==> config.mk <==
export PLATFORM = sky130hd
export DESIGN_NAME = spim_regfront
export DESIGN_NICKNAME = d
export VERILOG_FILES = /design/src/rtl/spim_pkg.sv /design/src/rtl/spim_fifo.sv /design/src/rtl/spim_irq.sv /design/src/rtl/spim_regfront.sv
export SDC_FILE = /design/constraint.sdc
export NUM_CORES = 1
export LEC_CHECK = 0
export BUFFER_PORTS_ARGS = -buffer_cell sky130_fd_sc_hd__buf_2
export CAP_MARGIN = 20
export CORE_MARGIN = 3
export CORE_UTILIZATION = 55
export DETAILED_ROUTE_END_ITERATION = 8
export GPL_ROUTABILITY_DRIVEN = 0
export PLACE_DENSITY = 0.75
export SYNTH_ARGS = -nofsm -noshare
export SYNTH_HDL_FRONTEND = slang
export SYNTH_SLANG_ARGS = --single-unit
export TNS_END_PERCENT = 5
==> constraint.sdc <==
create_clock -name clk -period 10.45 [get_ports clk]
set_input_delay 1.045 -clock clk [delete_from_list [all_inputs] [get_ports clk]]
set_output_delay 1.045 -clock clk [all_outputs]
set_load 0.05 [all_outputs]
==> src/rtl/spim_pkg.sv <==
package spim_pkg;
    localparam int OFF_CFG0    = 'h00;
    localparam int OFF_CFG1    = 'h04;
    localparam int OFF_EN      = 'h08;
    localparam int OFF_SEL     = 'h0C;
    localparam int OFF_BAUD    = 'h10;
    localparam int OFF_TXTHR   = 'h14;
    localparam int OFF_RXTHR   = 'h18;
    localparam int OFF_TXLVL   = 'h1C;
    localparam int OFF_RXLVL   = 'h20;
    localparam int OFF_STAT    = 'h24;
    localparam int OFF_MASK    = 'h28;
    localparam int OFF_MSTAT   = 'h2C;
    localparam int OFF_RAW     = 'h30;
    localparam int OFF_CLR_TXO = 'h34;
    localparam int OFF_CLR_RXO = 'h38;
    localparam int OFF_CLR_RXU = 'h3C;
    localparam int OFF_CLR_ALL = 'h40;
    localparam int OFF_VER     = 'h44;
    localparam int OFF_DATA    = 'h60;

    localparam int IRQ_N   = 5;
    localparam int IRQ_TXE = 0;
    localparam int IRQ_TXO = 1;
    localparam int IRQ_RXU = 2;
    localparam int IRQ_RXO = 3;
    localparam int IRQ_RXF = 4;

    localparam logic [7:0]  VER_MAJOR = 8'h31;
    localparam logic [7:0]  VER_MID   = 8'h30;
    localparam logic [7:0]  VER_MINOR = 8'h33;
    localparam logic [31:0] VER_WORD  = {VER_MAJOR, VER_MID, VER_MINOR, 8'h2A};
endpackage

==> src/rtl/spim_fifo.sv <==
module spim_fifo #(
    parameter int W     = 16,
    parameter int DEPTH = 8
) (
    input  logic                       clk,
    input  logic                       rst_n,
    input  logic                       flush,
    input  logic                       push,
    input  logic [W-1:0]               wdata,
    input  logic                       pop,
    output logic [W-1:0]               rdata,
    output logic [$clog2(DEPTH+1)-1:0] count,
    output logic                       full,
    output logic                       empty
);
    localparam int PW = (DEPTH > 1) ? $clog2(DEPTH) : 1;
    localparam int CW = $clog2(DEPTH + 1);

    typedef struct packed {
        logic [PW-1:0] wp;
        logic [PW-1:0] rp;
        logic [CW-1:0] cnt;
    } ptr_t;

    ptr_t q, d;
    logic [W-1:0] mem [DEPTH];
    logic do_push, do_pop;

    assign full    = (q.cnt == CW'(DEPTH));
    assign empty   = (q.cnt == '0);
    assign do_push = push && !full && !flush;
    assign do_pop  = pop && !empty && !flush;

    function automatic logic [PW-1:0] bump(input logic [PW-1:0] p);
        return (p == PW'(DEPTH - 1)) ? '0 : p + 1'b1;
    endfunction

    always_comb begin
        d = q;
        if (flush) begin
            d = '0;
        end else begin
            if (do_push) d.wp = bump(q.wp);
            if (do_pop)  d.rp = bump(q.rp);
            case ({do_push, do_pop})
                2'b10:   d.cnt = q.cnt + 1'b1;
                2'b01:   d.cnt = q.cnt - 1'b1;
                default: d.cnt = q.cnt;
            endcase
        end
    end

    always_ff @(posedge clk or negedge rst_n) begin
        if (!rst_n) q <= '0;
        else        q <= d;
    end

    always_ff @(posedge clk) begin
        if (do_push) mem[q.wp] <= wdata;
    end

    assign rdata = mem[q.rp];
    assign count = q.cnt;
endmodule

==> src/rtl/spim_irq.sv <==
module spim_irq
    import spim_pkg::*;
#(
    parameter int LW = 4
) (
    input  logic             clk,
    input  logic             rst_n,
    input  logic [LW-1:0]    tx_lvl,
    input  logic [LW-1:0]    rx_lvl,
    input  logic [LW-1:0]    tx_thr,
    input  logic [LW-1:0]    rx_thr,
    input  logic [IRQ_N-1:0] mask,
    input  logic             set_txo,
    input  logic             set_rxo,
    input  logic             set_rxu,
    input  logic             clr_txo,
    input  logic             clr_rxo,
    input  logic             clr_rxu,
    output logic [IRQ_N-1:0] raw,
    output logic [IRQ_N-1:0] masked,
    output logic             irq
);
    typedef struct packed {
        logic txo;
        logic rxo;
        logic rxu;
    } sticky_t;

    sticky_t q, d;

    always_comb begin
        d     = q;
        d.txo = set_txo | (q.txo & ~clr_txo);
        d.rxo = set_rxo | (q.rxo & ~clr_rxo);
        d.rxu = set_rxu | (q.rxu & ~clr_rxu);
    end

    always_ff @(posedge clk or negedge rst_n) begin
        if (!rst_n) q <= '0;
        else        q <= d;
    end

    always_comb begin
        raw          = '0;
        raw[IRQ_TXE] = (tx_lvl <= tx_thr);
        raw[IRQ_TXO] = q.txo;
        raw[IRQ_RXU] = q.rxu;
        raw[IRQ_RXO] = q.rxo;
        raw[IRQ_RXF] = (rx_lvl > rx_thr);
    end

    assign masked = raw & mask;
    assign irq    = |masked;
endmodule

==> src/rtl/spim_regfront.sv <==
module spim_regfront
    import spim_pkg::*;
#(
    parameter int AW         = 8,
    parameter int DW         = 16,
    parameter int DEPTH      = 8,
    parameter int NSS        = 4,
    parameter int DATA_WORDS = 8
) (
    input  logic           clk,
    input  logic           rst_n,
    input  logic           psel,
    input  logic           penable,
    input  logic           pwrite,
    input  logic [AW-1:0]  paddr,
    input  logic [31:0]    pwdata,
    output logic [31:0]    prdata,
    input  logic           eng_busy,
    input  logic           tx_rd,
    output logic           tx_valid,
    output logic [DW-1:0]  tx_data,
    input  logic           rx_wr,
    input  logic [DW-1:0]  rx_wdata,
    output logic           enable_o,
    output logic [15:0]    cfg0_o,
    output logic [15:0]    cfg1_o,
    output logic [15:0]    baud_o,
    output logic [NSS-1:0] sel_en_o,
    output logic           irq_o
);
    localparam int LW      = $clog2(DEPTH + 1);
    localparam int WIN_END = OFF_DATA + 4 * DATA_WORDS;

    typedef struct packed {
        logic             en;
        logic [15:0]      cfg0;
        logic [15:0]      cfg1;
        logic [15:0]      baud;
        logic [NSS-1:0]   sel;
        logic [LW-1:0]    txthr;
        logic [LW-1:0]    rxthr;
        logic [IRQ_N-1:0] mask;
    } regs_t;

    regs_t q, d;

    logic          acc, wr, rd, in_win;
    int            a;
    logic          tx_push, tx_full, tx_empty;
    logic          rx_push, rx_pop, rx_full, rx_empty;
    logic [DW-1:0] rx_rdata;
    logic [LW-1:0] tx_cnt, rx_cnt;
    logic          clr_txo, clr_rxo, clr_rxu;
    logic [IRQ_N-1:0] irq_raw, irq_masked, irq_mask;

    assign acc    = psel && penable;
    assign wr     = acc && pwrite;
    assign rd     = acc && !pwrite;
    assign a      = int'(paddr);
    assign in_win = (a >= OFF_DATA) && (a < WIN_END);

    assign tx_push = wr && in_win && q.en;
    assign rx_pop  = rd && in_win;
    assign rx_push = rx_wr && q.en;

    assign clr_txo = rd && (a == OFF_CLR_TXO || a == OFF_CLR_ALL);
    assign clr_rxo = rd && (a == OFF_CLR_RXO || a == OFF_CLR_ALL);
    assign clr_rxu = rd && (a == OFF_CLR_RXU || a == OFF_CLR_ALL);

    spim_fifo #(.W(DW), .DEPTH(DEPTH)) u_txq (
        .clk(clk), .rst_n(rst_n), .flush(!q.en),
        .push(tx_push), .wdata(pwdata[DW-1:0]),
        .pop(tx_rd), .rdata(tx_data),
        .count(tx_cnt), .full(tx_full), .empty(tx_empty)
    );

    spim_fifo #(.W(DW), .DEPTH(DEPTH)) u_rxq (
        .clk(clk), .rst_n(rst_n), .flush(!q.en),
        .push(rx_push), .wdata(rx_wdata),
        .pop(rx_pop), .rdata(rx_rdata),
        .count(rx_cnt), .full(rx_full), .empty(rx_empty)
    );

    spim_irq #(.LW(LW)) u_irq (
        .clk(clk), .rst_n(rst_n),
        .tx_lvl(tx_cnt), .rx_lvl(rx_cnt),
        .tx_thr(q.txthr), .rx_thr(q.rxthr), .mask(q.mask),
        .set_txo(tx_push && tx_full),
        .set_rxo(rx_push && rx_full),
        .set_rxu(rx_pop && rx_empty),
        .clr_txo(clr_txo), .clr_rxo(clr_rxo), .clr_rxu(clr_rxu),
        .raw(irq_raw), .masked(irq_masked), .irq(irq_o)
    );

    // Register next-state: configuration locks on enable, select locks on busy
    always_comb begin
        d = q;
        if (wr) begin
            case (a)
                OFF_CFG0:  if (!q.en) d.cfg0 = pwdata[15:0];
                OFF_CFG1:  if (!q.en) d.cfg1 = pwdata[15:0];
                OFF_BAUD:  if (!q.en) d.baud = pwdata[15:0];
                OFF_EN:    d.en = pwdata[0];
                OFF_SEL:   if (!eng_busy) d.sel = pwdata[NSS-1:0];
                OFF_TXTHR: d.txthr = pwdata[LW-1:0];
                OFF_RXTHR: d.rxthr = pwdata[LW-1:0];
                OFF_MASK:  d.mask = pwdata[IRQ_N-1:0];
                default:   d = q;
            endcase
        end
    end

    always_ff @(posedge clk or negedge rst_n) begin
        if (!rst_n) begin
            q      <= '0;
            q.mask <= '1;
        end else begin
            q <= d;
        end
    end

    // Read mux, valid during the access phase
    always_comb begin
        prdata = '0;
        if (in_win) begin
            prdata = rx_empty ? 32'd0 : 32'(rx_rdata);
        end else begin
            case (a)
                OFF_CFG0:    prdata = 32'(q.cfg0);
                OFF_CFG1:    prdata = 32'(q.cfg1);
                OFF_BAUD:    prdata = 32'(q.baud);
                OFF_EN:      prdata = 32'(q.en);
                OFF_SEL:     prdata = 32'(q.sel);
                OFF_TXTHR:   prdata = 32'(q.txthr);
                OFF_RXTHR:   prdata = 32'(q.rxthr);
                OFF_TXLVL:   prdata = 32'(tx_cnt);
                OFF_RXLVL:   prdata = 32'(rx_cnt);
                OFF_STAT:    prdata = 32'({rx_full, !rx_empty, tx_empty, !tx_full, eng_busy});
                OFF_MASK:    prdata = 32'(q.mask);
                OFF_MSTAT:   prdata = 32'(irq_masked);
                OFF_RAW:     prdata = 32'(irq_raw);
                OFF_CLR_TXO: prdata = 32'(irq_raw[IRQ_TXO]);
                OFF_CLR_RXO: prdata = 32'(irq_raw[IRQ_RXO]);
                OFF_CLR_RXU: prdata = 32'(irq_raw[IRQ_RXU]);
                OFF_CLR_ALL: prdata = 32'(irq_raw[IRQ_TXO] | irq_raw[IRQ_RXO] | irq_raw[IRQ_RXU]);
                OFF_VER:     prdata = VER_WORD;
                default:     prdata = '0;
            endcase
        end
    end

    assign irq_mask = q.mask;
    assign tx_valid = !tx_empty;
    assign enable_o = q.en;
    assign cfg0_o   = q.cfg0;
    assign cfg1_o   = q.cfg1;
    assign baud_o   = q.baud;
    assign sel_en_o = q.sel;
endmodule

# --- Yosys cells after proc, flatten, opt, wreduce, memory -nomap -nowiden ---
# Memory sizes are Yosys's and may differ from the RTL's.
# Index checks and enable logic that the tools add are counted.
classes:
  add_sub_neg: 8
  n_lt_le_gt_ge: 4
  eq_ne: 37
  muxes: 19
  bitwise_logic: 14
  reduce_logical: 42
ops:
  columns: ["op", "n"]
  rows:
  - ["$pmux W30 S18", 1]
  - ["$eq A8 B6 Y1 const B", 8]
  - ["$eq A8 B7 Y1 const B", 5]
  - ["$eq A8 B5 Y1 const B", 4]
  - ["$logic_not A32 Y1", 1]
  - ["$mux W30", 1]
  - ["$mux W3", 8]
  - ["$logic_and A1 B1 Y1", 22]
  - ["$mux W10", 2]
  - ["$eq A8 B4 Y1 const B", 2]
  - ["$mux W16", 1]
  - ["$pmux W4 S2", 2]
  - ["$add A3 B1 Y3 const B", 4]
  - ["$eq A3 B3 Y1 const B", 4]
  - ["$reduce_and A3 Y1", 4]
  - ["$add A4 B1 Y4 const B", 2]
  - ["$eq A4 B4 Y1 const B", 2]
  - ["$eq A8 B3 Y1 const B", 1]
  - ["$eq A8 B8 Y1 const B", 1]
  - ["$ge A8 B7 Y1 const B", 1]
  - ["$logic_not A4 Y1", 2]
  - ["$lt A8 B8 Y1 const B", 1]
  - ["$ne A2 B1 Y1 const B", 4]
  - ["$reduce_and A2 Y1", 4]
  - ["other kinds (14)", 37]
totals:
  register_bits: 89
  mem_bits_rw: 256
  output_inout_bits: 103
  word_cells: 143
  n_memories: 2
memory_table:
  columns: ["name", "words", "width", "read_ports", "rd_clocked_by_memory_dff", "wr", "line_no", "rtl"]
  rows:
  - ["u_rxq.mem", 8, 16, 1, 0, 1, "spim_fifo.sv:26", "logic [W-1:0] mem [DEPTH];"]
  - ["u_txq.mem", 8, 16, 1, 0, 1, "spim_fifo.sv:26", null]

# --- Depth between registers and ports, before layout ---
depth:
  ltp_word: 9
  ltp_mapped: 11
  mapped_depth_nobuf: 10

# --- By module ---
# From an unflattened synthesis, not the netlist that was laid out.
unflattened:
  hier_cells: 964
  area_unflattened_um2: 15751.4
by_module_without_submodules:
  columns: ["module", "instances", "cells_per_inst", "area_each_um2", "seq_area_each_um2"]
  rows:
  - ["spim_fifo", 2, 271, 5586.6, 4093.9]
  - ["spim_regfront", 1, 376, 4206.5, 1657.8]
  - ["spim_irq", 1, 46, 371.6, 75.1]

# --- Worst setup path after synthesis ---
# No wires, ideal clock.
synth_timing:
  path_kind: "input-to-output"
  from: "input paddr[0]"
  to: "output prdata[1]"
  t_arrival_ns: 3.340
  path_slack_ns: 6.065
  path_stages: 8
  path_cell_list: "buf_2 -> or4b_1 -> clkbuf_1 -> nor2_1 -> and3_1 -> clkbuf_1 -> a211oi_1 -> o211ai_1"
synth_between:
  elab_chain_cells: 3
  word_cells_on_any_way: 23
  classes_between: "2 x order compare; 17 x eq/ne; 2 x mux; 2 x reduce/logical"
synth_lines:
  columns: ["element", "line_no", "rtl"]
  rows:
  - ["start, declared", "spim_regfront.sv:15", "input logic [AW-1:0] paddr,"]
  - ["$logic_not A32 Y1 (tied with other cells)", "spim_regfront.sv:128", "case (a)"]
  - ["$pmux W30 S18 or $logic_and A1 B1 Y1 (tied branches)", "spim_regfront.sv:128, spim_regfront.sv:60", null]
  - ["$mux W30 (*)", "spim_regfront.sv:125", "if (in_win) begin"]
  - ["end, declared", "spim_regfront.sv:17", "output logic [31:0] prdata,"]
# Mark *: on every way between the ends. The rest lies on a longest branch, timed or not.

# --- Worst setup path in the final report ---
layout_timing:
  from: "input paddr[4]"
  to: "output prdata[6]"
# The elaborated chain is that of the path after synthesis.

==> flow_summary.html <==
<table>
<tr><th>Metric</th><th>Value</th></tr>
<tr><th colspan="2">Routing</th></tr>
<tr><td>Initial DRC Count</td><td>approximately 840</td></tr>
<tr><td>Number of detailed-routing iterations run before antenna repair</td><td>6</td></tr>
<tr><td>Drc violations</td><td>0</td></tr>
<tr><td>Number of nets still failing antenna checks after routing</td><td>0</td></tr>
<tr><td>Overall routed net length</td><td>33900 um</td></tr>
<tr><td>Total number of vias</td><td>~8600</td></tr>
<tr><td>Average wire per standard cell</td><td>between 20 and 25 um</td></tr>
<tr><td>Average via count per standard cell</td><td>approximately 6.0</td></tr>
<tr><th colspan="2">Logic synthesis</th></tr>
<tr><td>Flip-flop and latch count after synthesis</td><td>~350</td></tr>
<tr><td>Register area share after synthesis</td><td>0.643</td></tr>
<tr><td>Count of different cell masters after synthesis</td><td>65</td></tr>
<tr><td>Primary FF master, synth</td><td>sky130_fd_sc_hd__edfxtp_1</td></tr>
<tr><td>Mean cell area of the mapped netlist</td><td>around 17 um^2</td></tr>
<tr><td>Cell area after synthesis</td><td>around 15000 um^2</td></tr>
<tr><td>Share of async-settable or async-resettable flops after synthesis</td><td>0.258</td></tr>
<tr><td>Cells after Synth</td><td>a little over 900</td></tr>
<tr><td>Count of flip-flops with a built-in enable after synthesis</td><td>256</td></tr>
<tr><td>Yosys warning count</td><td>0</td></tr>
<tr><th colspan="2">Cells and area</th></tr>
<tr><td>Net count of the finished layout</td><td>1112</td></tr>
<tr><td>Filler Cell Count</td><td>between 1500 and 2000</td></tr>
<tr><td>Area delta synth-&gt;final</td><td>12.5%</td></tr>
<tr><td>Layout cell share with drive strength beyond 1</td><td>0.384</td></tr>
<tr><td>Post-Layout Cell Count</td><td>roughly 1400</td></tr>
<tr><th colspan="2">Timing</th></tr>
<tr><td>Maximum clock frequency</td><td>about 0.21 GHz</td></tr>
<tr><td>Worst slew margin relative to its limit</td><td>0.307</td></tr>
<tr><td>Post-route minimum period</td><td>around 4.8 ns</td></tr>
<tr><td>Hold violation total from the final report</td><td>0</td></tr>
<tr><td>Post-route worst setup slack</td><td>about 5.7 ns</td></tr>
<tr><td>Worst clock skew</td><td>~0.014 ns</td></tr>
<tr><td>Tightest hold margin</td><td>roughly 0.4 ns</td></tr>
<tr><td>Max-slew violation count</td><td>0</td></tr>
<tr><td>Final setup violating endpoints</td><td>0</td></tr>
<tr><td>RSZ-0062 raised after global routing</td><td>false</td></tr>
<tr><td>TNS Setup</td><td>0 ns</td></tr>
<tr><td>Share of the clock period used by the worst path after layout</td><td>0.456</td></tr>
<tr><td>Worst-Margin Slew</td><td>about 1.0 ns</td></tr>
<tr><th colspan="2">Placed design</th></tr>
<tr><td>Setup WS pre-CTS</td><td>5.63 ns</td></tr>
<tr><td>Placed insts</td><td>roughly 1400</td></tr>
<tr><td>HPWL after detailed placement</td><td>22000 um</td></tr>
<tr><td>Port Buffer Count</td><td>139</td></tr>
<tr><th colspan="2">Worst setup path</th></tr>
<tr><td>Critical path capture point type</td><td>output port</td></tr>
<tr><td>Crit Reg-Reg Startpoint</td><td>u_txq.count[0]$_DFFE_PN0P_</td></tr>
<tr><td>Total buffers and inverters traversed by the critical path</td><td>2</td></tr>
<tr><td>Reg2Reg Setup Slack</td><td>7.01 ns</td></tr>
<tr><td>Required time of the critical path</td><td>9.41 ns</td></tr>
<tr><td>Class of the most critical setup path</td><td>input port to output port</td></tr>
<tr><td>Cell repeated most along the worst path</td><td>sky130_fd_sc_hd__buf_2</td></tr>
<tr><td>Logic depth of the worst setup path including buffers</td><td>6</td></tr>
<tr><td>Crit-path leading delay family</td><td>simple AND/OR/NAND/NOR gates</td></tr>
<tr><td>CP max-delay cell</td><td>sky130_fd_sc_hd__nor2_1</td></tr>
<tr><td>Peak fanout along the critical path</td><td>17</td></tr>
<tr><td>Worst path arrival time</td><td>3.72 ns</td></tr>
<tr><td>Highest cell delay on the worst timing path</td><td>between 0.8 and 0.9 ns</td></tr>
<tr><td>Cell depth of the worst flop-to-flop path</td><td>10</td></tr>
<tr><td>Critical Path Start Type</td><td>input port</td></tr>
<tr><td>Worst reg2reg path endpoint</td><td>u_txq.count[3]$_DFFE_PN0P_</td></tr>
<tr><td>Critical Path, Cell by Cell</td><td>buf_2, or4b_1, nor2_1, a222oi_1, o21ai_0, buf_2</td></tr>
<tr><th colspan="2">Power and ir drop</th></tr>
<tr><td>Power density over the cells</td><td>163 nW/um^2</td></tr>
<tr><td>Combinational power share</td><td>0.030</td></tr>
<tr><td>Highest ir drop seen on vdd</td><td>roughly 0.13 mV</td></tr>
<tr><td>Sw Ratio</td><td>0.206</td></tr>
<tr><td>Leakage dissipation</td><td>6.43 nW</td></tr>
<tr><td>Power consumption</td><td>~0.0028 W</td></tr>
<tr><td>Share of power burned in the clock network</td><td>0.446</td></tr>
<tr><td>Net Switching</td><td>approximately 0.00059 W</td></tr>
<tr><td>Register share of total power</td><td>0.524</td></tr>
<tr><td>Cell internal power dissipation</td><td>between 0.002 and 0.0025 W</td></tr>
<tr><th colspan="2">Floorplanning</th></tr>
<tr><td>Die extent in x</td><td>~170 um</td></tr>
<tr><td>Area of the core</td><td>around 27000 um^2</td></tr>
<tr><td>I/O pin total</td><td>167</td></tr>
<tr><td>Total number of placement rows</td><td>60</td></tr>
<tr><td>Chip Height</td><td>173 um</td></tr>
<tr><td>Starting utilization of the core area</td><td>0.566</td></tr>
<tr><td>Die area</td><td>30100 um^2</td></tr>
<tr><th colspan="2">GRT</th></tr>
<tr><td>GRT Resource Usage Total</td><td>0.223</td></tr>
<tr><td>Aggregate global routing overflow</td><td>0</td></tr>
<tr><td>Global-route wire length before repair</td><td>51900 um</td></tr>
<tr><td>Via count of the first global-routing pass</td><td>around 8700</td></tr>
<tr><td>Antenna violations before repair</td><td>3</td></tr>
<tr><td>Maximum number of pins on one net before global-route repair</td><td>73</td></tr>
<tr><th colspan="2">Clock tree</th></tr>
<tr><td>Setup fix buffers added after clock tree synthesis</td><td>0</td></tr>
<tr><td>Buffer cell driving the clock tree root</td><td>sky130_fd_sc_hd__clkbuf_16</td></tr>
<tr><td>Number of buffers between clock root and the deepest sink</td><td>3</td></tr>
<tr><td>Number of clock buffers inserted by TritonCTS</td><td>36</td></tr>
<tr><td>CTS H-tree lvls</td><td>2</td></tr>
<tr><td>Clock sinks</td><td>~350</td></tr>
<tr><td>Clock input transition at the sequential cells of the worst setup and hold paths</td><td>~0.060 ns</td></tr>
<tr><td>Insertion delay of the later-clocked pin in the worst-skew pair</td><td>0.52 ns</td></tr>
<tr><td>CTS Hold Buffers Added</td><td>0</td></tr>
<tr><td>Post-CTS Resized</td><td>0</td></tr>
<tr><td>CTS tree</td><td>built</td></tr>
<tr><th colspan="2">Job</th></tr>
<tr><td>Number of maximum-capacitance violations</td><td>0</td></tr>
<tr><th colspan="2">Hold path</th></tr>
<tr><td>Worst hold-check path type</td><td>input port to async pin</td></tr>
<tr><th colspan="2">Status</th></tr>
<tr><td>Result of the run</td><td>completed</td></tr>
</table>
## Yosys cell counts, types with 4 or more instances
cell type                  count  area, um^2
sky130_fd_sc_hd__mux4_2       66        1490
sky130_fd_sc_hd__edfxtp_1    256        7690
sky130_fd_sc_hd__dfstp_2       5         131
sky130_fd_sc_hd__and3_1        4        25.0
sky130_fd_sc_hd__o22ai_1       4        25.0
sky130_fd_sc_hd__nor2b_1       4        25.0
sky130_fd_sc_hd__a21oi_1      22         110
sky130_fd_sc_hd__buf_1         6        22.5
sky130_fd_sc_hd__nand3_1      20         100
sky130_fd_sc_hd__o21ai_0      19        95.1
sky130_fd_sc_hd__buf_2         9        45.0
sky130_fd_sc_hd__o211ai_1      8        60.1
sky130_fd_sc_hd__nand3b_1      4        30.0
sky130_fd_sc_hd__a22oi_1      11        82.6
sky130_fd_sc_hd__mux2_4       28         420
sky130_fd_sc_hd__nand2_1      24        90.1
sky130_fd_sc_hd__clkbuf_1     26        97.6
sky130_fd_sc_hd__mux2_2       56         631
sky130_fd_sc_hd__dfrtp_1      84        2100
sky130_fd_sc_hd__xnor2_1       5        43.8
sky130_fd_sc_hd__ha_1         20         250
sky130_fd_sc_hd__mux2i_1      24         240
sky130_fd_sc_hd__a222oi_1      8        80.1
sky130_fd_sc_hd__nor2_1       31         116
sky130_fd_sc_hd__buf_6         7        78.8
sky130_fd_sc_hd__nor3_1       11        55.1
sky130_fd_sc_hd__inv_1        19        71.3
sky130_fd_sc_hd__nor4b_1       4        35.0
sky130_fd_sc_hd__a32o_1        4        40.0
sky130_fd_sc_hd__nor4_1        6        37.5
sky130_fd_sc_hd__buf_4        67         503
## power by group through the flow
stage | sequential, W | clock (W) | combinational, W
after detailed placement | 0.00151 | 0 | 0.0000849
final | 0.00148 | 0.00126 | 0.0000856
after CTS | 0.00148 | 0.00129 | 0.0000852
after global routing | 0.00148 | 0.00135 | 0.0000925
after global placement | 0.00151 | 0 | 0.0000828
after floorplan | 0.00151 | 0 | 0.0000512
## worst max-delay path by stage
stage | start | end
final | paddr[4] | prdata[6]
after global placement | paddr[4] | prdata[6]
after global routing | paddr[4] | prdata[6]
after CTS | paddr[4] | prdata[6]
after detailed placement | paddr[4] | prdata[6]
after floorplan | paddr[0] | prdata[1]
## cell type report
type                    count  area (um^2)  area share
inverters                  19         71.3     0.00411
well taps                 372          465      0.0268
repair buffers            168          916      0.0528
clock buffers              52         1000      0.0577
flip-flops and latches    345         9920       0.572
clock inverters            14          189      0.0109
diodes                      1         2.50    0.000144
multi-input cells         456         4790       0.276
## routing by layer
layer	vias up	wire length (um)	GRT usage
li1	3764	-	-
met1	4429	14000	0.305
met2	319	16300	0.359
met3	78	2480	0.0528
met4	4	1030	0.0713
met5	-	27	0
## worst register-to-register path, stage by stage (launching register included)
cell and delay, ns:
sky130_fd_sc_hd__dfrtp_1 0.51, sky130_fd_sc_hd__or4b_2 0.78, sky130_fd_sc_hd__nand4_2 0.31, sky130_fd_sc_hd__inv_1 0.17, sky130_fd_sc_hd__nor3_1 0.37, sky130_fd_sc_hd__ha_1 0.31, sky130_fd_sc_hd__a21o_1 0.18, sky130_fd_sc_hd__a21oi_1 0.27
sky130_fd_sc_hd__o211ai_1 0.14, sky130_fd_sc_hd__o311ai_0 0.13, sky130_fd_sc_hd__a31oi_1 0.13
## cells by family after synthesis
kind of cell             synth area share
multiplexers                        0.180
other                            0.000243
adder cells (fa/ha/maj)            0.0188
XOR/XNOR                          0.00389
flip-flops                          0.643
AO/OA/AOI/OAI                      0.0447
AND/OR/NAND/NOR                    0.0560
buffers and inverters              0.0531
## cells in the final DEF, fill, tap and decap left out, types with 7 or more instances in the layout
cell type                     n
sky130_fd_sc_hd__a21oi_1     22
sky130_fd_sc_hd__a222oi_1     8
sky130_fd_sc_hd__a22oi_1     11
sky130_fd_sc_hd__buf_2      138
sky130_fd_sc_hd__buf_4       30
sky130_fd_sc_hd__clkbuf_1    12
sky130_fd_sc_hd__clkbuf_16   36
sky130_fd_sc_hd__conb_1      11
sky130_fd_sc_hd__dfrtp_1     81
sky130_fd_sc_hd__edfxtp_1   256
sky130_fd_sc_hd__ha_1        20
sky130_fd_sc_hd__inv_1       19
sky130_fd_sc_hd__mux2_2      56
sky130_fd_sc_hd__mux2_4      28
sky130_fd_sc_hd__mux2i_1     24
sky130_fd_sc_hd__mux4_2      66
sky130_fd_sc_hd__nand2_1     24
sky130_fd_sc_hd__nand3_1     20
sky130_fd_sc_hd__nor2_1      31
sky130_fd_sc_hd__nor3_2       7
sky130_fd_sc_hd__o211ai_1     8
sky130_fd_sc_hd__o21ai_0     19
## through the flow
stage           util  cell area [um^2]
2_1_floorplan      -             15500
4_1_cts        0.636             17300
6_report       0.637             17400
3_5_place_dp   0.593             16100
3_3_place_gp   0.593             16100
5_1_grt        0.637             17400
## flip-flops by register name, summed over array words and instances, names as in the netlist, 6 cells and up
| register | cells |
|---|---|
| u_rxq.mem | 128 |
| u_txq.q | 6 |
| u_txq.mem | 128 |
| q | 8 |
| cfg1_o | 16 |
| u_rxq.q | 6 |
| cfg0_o | 16 |
| baud_o | 16 |
No activity file was read; power rests on OpenSTA's default activity.
